## src/rtl/flow_pkg.sv

```systemverilog
package flow_pkg;

    localparam int BIN_W = 8;

    localparam logic [BIN_W-1:0] PASS_BIN = 8'h00;

    typedef enum logic [1:0] {
        ST_IDLE  = 2'd0,
        ST_ISSUE = 2'd1,
        ST_WAIT  = 2'd2
    } seq_state_e;

    localparam logic [1:0] CODE_PASS = 2'd0;
    localparam logic [1:0] CODE_FAIL = 2'd1;

    typedef struct packed {
        logic             last;
        logic [BIN_W-1:0] fail_bin;
        logic [BIN_W-1:0] err_bin;
    } step_info_t;

    function automatic logic [BIN_W-1:0] fail_bin_of(input int idx);
        return 8'h10 + BIN_W'(idx);
    endfunction

    function automatic logic [BIN_W-1:0] err_bin_of(input int idx);
        return 8'h20 + BIN_W'(idx);
    endfunction

endpackage

```

## src/rtl/flow_step_table.sv

```systemverilog
module flow_step_table
    import flow_pkg::*;
#(
    parameter int NUM_STEPS = 4,
    parameter int IDX_W     = 2
) (
    input  logic [IDX_W-1:0] idx_i,
    output logic [IDX_W-1:0] next_o,
    output step_info_t       info_o
);

    logic [IDX_W-1:0] next_tab [NUM_STEPS];
    step_info_t       info_tab [NUM_STEPS];

    for (genvar g = 0; g < NUM_STEPS; g++) begin : g_entry
        localparam bit IS_LAST = (g == NUM_STEPS - 1);
        assign next_tab[g] = IS_LAST ? '0 : IDX_W'(g + 1);
        assign info_tab[g] = step_info_t'{
            last:     IS_LAST,
            fail_bin: fail_bin_of(g),
            err_bin:  err_bin_of(g)
        };
    end

    always_comb begin
        next_o = '0;
        info_o = step_info_t'{last: 1'b1, fail_bin: fail_bin_of(0), err_bin: err_bin_of(0)};
        for (int i = 0; i < NUM_STEPS; i++) begin
            if (idx_i == IDX_W'(i)) begin
                next_o = next_tab[i];
                info_o = info_tab[i];
            end
        end
    end

endmodule

```

## src/rtl/flow_sat_counter.sv

```systemverilog
module flow_sat_counter #(
    parameter int W = 4
) (
    input  logic         clk,
    input  logic         rst,
    input  logic         clr_i,
    input  logic         inc_i,
    output logic [W-1:0] cnt_o
);

    localparam logic [W-1:0] TOP = {W{1'b1}};

    always_ff @(posedge clk) begin
        if (rst || clr_i) begin
            cnt_o <= '0;
        end else if (inc_i && cnt_o != TOP) begin
            cnt_o <= cnt_o + 1'b1;
        end
    end

endmodule

```

## src/rtl/flow_seq_top.sv

```systemverilog
module flow_seq_top
    import flow_pkg::*;
#(
    parameter int NUM_STEPS = 4,
    parameter int CNT_W     = 4,
    localparam int IDX_W    = (NUM_STEPS > 1) ? $clog2(NUM_STEPS) : 1
) (
    input  logic             clk,
    input  logic             rst,
    input  logic             run_i,
    input  logic             clr_cnt_i,
    output logic             eng_req_o,
    output logic [IDX_W-1:0] eng_step_o,
    input  logic             eng_valid_i,
    input  logic [1:0]       eng_code_i,
    output logic             busy_o,
    output logic             done_o,
    output logic             result_o,
    output logic [BIN_W-1:0] bin_o,
    output logic [CNT_W-1:0] pass_cnt_o,
    output logic [CNT_W-1:0] fail_cnt_o
);

    seq_state_e       state_q;
    logic [IDX_W-1:0] step_q;
    logic [IDX_W-1:0] next_step;
    step_info_t       info;
    logic             taken;
    logic             pass_hit;
    logic             fail_hit;

    flow_step_table #(
        .NUM_STEPS(NUM_STEPS),
        .IDX_W    (IDX_W)
    ) u_table (
        .idx_i (step_q),
        .next_o(next_step),
        .info_o(info)
    );

    always_comb begin
        taken    = (state_q == ST_WAIT) && eng_valid_i;
        pass_hit = taken && (eng_code_i == CODE_PASS);
        fail_hit = taken && (eng_code_i != CODE_PASS);
    end

    always_ff @(posedge clk) begin
        if (rst) begin
            state_q  <= ST_IDLE;
            step_q   <= '0;
            done_o   <= 1'b0;
            result_o <= 1'b0;
            bin_o    <= PASS_BIN;
        end else begin
            done_o <= 1'b0;
            unique case (state_q)
                ST_IDLE: begin
                    if (run_i) begin
                        step_q  <= '0;
                        state_q <= ST_ISSUE;
                    end
                end
                ST_ISSUE: state_q <= ST_WAIT;
                ST_WAIT: begin
                    if (pass_hit && !info.last) begin
                        step_q  <= next_step;
                        state_q <= ST_ISSUE;
                    end else if (pass_hit) begin
                        done_o   <= 1'b1;
                        result_o <= 1'b0;
                        bin_o    <= PASS_BIN;
                        state_q  <= ST_IDLE;
                    end else if (fail_hit) begin
                        done_o   <= 1'b1;
                        result_o <= 1'b1;
                        bin_o    <= (eng_code_i == CODE_FAIL) ? info.fail_bin : info.err_bin;
                        state_q  <= ST_IDLE;
                    end
                end
                default: state_q <= ST_IDLE;
            endcase
        end
    end

    flow_sat_counter #(.W(CNT_W)) u_pass_cnt (
        .clk  (clk),
        .rst  (rst),
        .clr_i(clr_cnt_i),
        .inc_i(pass_hit),
        .cnt_o(pass_cnt_o)
    );

    flow_sat_counter #(.W(CNT_W)) u_fail_cnt (
        .clk  (clk),
        .rst  (rst),
        .clr_i(clr_cnt_i),
        .inc_i(fail_hit),
        .cnt_o(fail_cnt_o)
    );

    assign eng_req_o  = (state_q == ST_ISSUE);
    assign eng_step_o = step_q;
    assign busy_o     = (state_q != ST_IDLE);

endmodule

```

## config.mk

```make
export PLATFORM = sky130hd
export DESIGN_NAME = flow_seq_top
export DESIGN_NICKNAME = d
export VERILOG_FILES = /design/src/rtl/flow_pkg.sv /design/src/rtl/flow_step_table.sv /design/src/rtl/flow_sat_counter.sv /design/src/rtl/flow_seq_top.sv
export SDC_FILE = /design/constraint.sdc
export NUM_CORES = 1
export LEC_CHECK = 0
export ABC_AREA = 1
export BUFFER_PORTS_ARGS = -buffer_cell sky130_fd_sc_hd__buf_2
export CAP_MARGIN = 20
export CORE_MARGIN = 4
export CORE_UTILIZATION = 40
export CTS_CLUSTER_DIAMETER = 80
export DETAILED_ROUTE_END_ITERATION = 8
export PLACE_DENSITY = 0.74
export SYNTH_ARGS = -nofsm -noshare
export SYNTH_HDL_FRONTEND = slang
export SYNTH_SLANG_ARGS = --single-unit
```

## constraint.sdc

```tcl
create_clock -name clk -period 1.3 [get_ports clk]
set_clock_uncertainty 0.2 [all_clocks]
set_input_delay 0.065 -clock clk [delete_from_list [all_inputs] [get_ports clk]]
set_output_delay 0.065 -clock clk [all_outputs]
set_load 0.005 [all_outputs]
```

==> flow_summary.json <==
{
  "outcome": "complete, but fails checks",
  "violations": "hold timing, setup timing",
  "met1_usage_pct": 18.0,
  "rows": 17,
  "track_usage_pct": 15.1,
  "ctsHoldBuffers": 5,
  "wl_per_cell_microns": 11.8,
  "critPathRequiredTime_ns": 1.34,
  "grt_pass1_wl_microns": 3860,
  "clock-root-buffer": "clkbuf_4",
  "worst-setup-path-type": "register to register",
  "hold_class": "input pin to register",
  "h-tree-depth": 1,
  "final_cell_mix": "buf_2 (24), nand2_1 (23), a21oi_1 (14)",
  "first_iter_violations": 21,
  "clkSlewWorstSetupHoldPaths_ns": 0.11,
  "swShare_pct": 26.5,
  "yosys_warnings": 0,
  "fin_util_pct": 62.6,
  "fin_area_sq_um": 1380,
  "ys_types": 21,
  "synth-seq-cells": 18,
  "peakVddDrop_mv": 0.588,
  "antenna_found_initial": 0,
  "die_x_microns": 56.3,
  "via_per_inst": 4.80,
  "setup_violations": 2,
  "cts_buffers": 3,
  "preCtsSetupSlack_ns": -0.0776,
  "antenna_cells": 0,
  "rsz0062_at_grt": "true",
  "start_util_pct": 42.3,
  "gr-usage-met2_pct": 26.0,
  "min_period_over_period_pct": 104,
  "layout_commonest_cell": "buf_2",
  "fp.coreArea_sq_um": 2210,
  "drtAntennaViolNets": 0,
  "clock_path_buffers": 2,
  "regToRegStartpoint": "eng_step_o[0]",
  "grt_max_degree": 11,
  "timing.final.hold_violations": 3,
  "critical_path_arrival_ns": 1.38,
  "leakage_nw": 0.613,
  "cp.depth": 6,
  "rr_worst_depth": 6,
  "firstDrtPassIters": 4,
  "syn_to_final_growth_pct": 48.1,
  "power_density_nw_per_um2": 799,
  "nNetsFinal": 184,
  "place_area_sq_um": 1180,
  "grt_pass1_vias": 889,
  "critPathMostFrequentCell": "nand2_1",
  "pwr-share-clk_pct": 32.0,
  "cp_slowest_stage_delay_ns": 0.38,
  "setup_ws_ns": -0.0464,
  "critPathBufInv": 0,
  "worstReg2RegEnd": "eng_step_o[0]",
  "hold-worst-slack_ns": -0.142,
  "syn-cell-area_sq_um": 935,
  "gr-usage-met3_pct": 2.76,
  "hold_end": "bin_o[5]",
  "crit_slowest_cell": "dfxtp_4",
  "min_period_ns": 1.35,
  "cts_tree": "done",
  "drive_gt1_share_pct": 43.2,
  "drv_cap": 0,
  "vias": 945,
  "dpl.hpwl_microns": 1730,
  "p_total_w": 0.00111,
  "combPwrFrac_pct": 15.3,
  "post_cts.repair.setup_buffers": 0,
  "drc": 0,
  "worstHoldPathCells": 3,
  "slew_violations": 0,
  "gp_congestion": 0.797,
  "grt-busiest-layer": "met2",
  "setup.worst_path.start_class": "register",
  "grt_overflow": 0,
  "io_buffers": 24,
  "intPower_w": 0.000814,
  "netSwitchingPower_w": 0.000293,
  "die_h_microns": 56.3,
  "min_from": "eng_code_i[1]",
  "critPathCaptureType": "register",
  "synth_seq_area_share_pct": 38.6,
  "syn_inst": 124,
  "routed_wl_microns": 2320,
  "die-area_sq_um": 3170,
  "clock-sinks": 18,
  "fmax_ghz": 0.743,
  "clk_latency_ns": 0.30,
  "io_pins": 29,
  "crit_chain": "ha_2 > nor3_2 > o21ai_1 > nand2_1 > nand2_1 > nor2_1",
  "crit_family": "simple AND/OR/NAND/NOR gates",
  "rrSetupSlack_ns": -0.05,
  "power.share.sequential_pct": 52.6,
  "syn_area_per_cell_sq_um": 7.54,
  "cp_max_fo": 5
}
per-stage QoR:
step                instances  setup TNS (ns)
finish                    197         -0.0729
global route              197          -0.642
global placement          189         -0.0204
CTS                       197         -0.0129
floorplan                 127               0
detailed placement        189          -0.269
timing repair:
action	4_1_cts	5_1_grt
setup endpoints to repair	16	16
pin swaps	2	7
gates resized for setup	20	20
hold endpoints to repair	18	3
cell families after synthesis:
family | synth area share, %
other cells | 0.401
simple gates | 30.9
xor+xnor | 0.937
fa+ha+maj | 9.37
compound gates | 11.4
flops | 38.6
buf+inv | 8.43
power by group through the flow:
| stage | clock network (W) | registers, W | logic (W) |
|---|---|---|---|
| after global placement | 0 | 0.000589 | 0.000133 |
| after detailed placement | 0 | 0.000590 | 0.000138 |
| final | 0.000354 | 0.000582 | 0.000169 |
| after floorplan | 0 | 0.000591 | 0.0000782 |
| after global routing | 0.000396 | 0.000586 | 0.000187 |
| after CTS | 0.000363 | 0.000581 | 0.000159 |
cell usage after synthesis (all sizes together):
cell     n  area (sq um)
conb     1          3.75
nand2   26          97.6
nand4    3          18.8
a21oi   14          70.1
o21a     1          7.51
buf      4          30.0
dfxtp   18           360
inv     12          45.1
nor2    16          82.6
o21ai    5          28.8
xor2     1          8.76
nor3     2          10.0
ha       7          87.6
nand3   12          72.6
nand3b   1          7.51
clkbuf   1          3.75
worst register-to-register path, stage by stage (launching register included):
cell,delay [ns]
dfxtp_4,0.38
ha_2,0.20
nor3_2,0.17
o21ai_1,0.11
nand2_1,0.08
nand2_1,0.05
nor2_1,0.09
layer usage:
layer  routed length, microns  part of all wire, %
met1                      976                   42
met2                     1180                   51
met3                      127                  5.5
met4                       27                  1.2
met5                        0                    0
state kept, by name, summed over array words and instances, names as in the netlist:
register          cells
state_q               2
bin_o                 4
u_pass_cnt.cnt_o      4
u_fail_cnt.cnt_o      4
done_o                1
eng_step_o            2
result_o              1
worst max-delay path by stage:
stage / end / startpoint / slack (ns)
after floorplan: u_pass_cnt.cnt_o[3] / u_pass_cnt.cnt_o[0] / 0.006
after global placement: eng_step_o[0] / eng_step_o[0] / -0.02
after detailed placement: eng_step_o[0] / eng_step_o[0] / -0.08
after CTS: eng_req_o / state_q[0] / -0.007
after global routing: eng_step_o[0] / eng_step_o[0] / -0.11
final: eng_step_o[0] / eng_step_o[0] / -0.05
layout make-up:
| cell class | count | area (sq um) |
|---|---|---|
| tap | 28 | 35.0 |
| clock buffer | 4 | 36.3 |
| inverter | 12 | 47.5 |
| multi-input combinational | 92 | 602 |
| sequential | 18 | 380 |
| fill | 197 | 828 |
| timing repair buffer | 43 | 283 |
(Power assumes the default switching activity.)
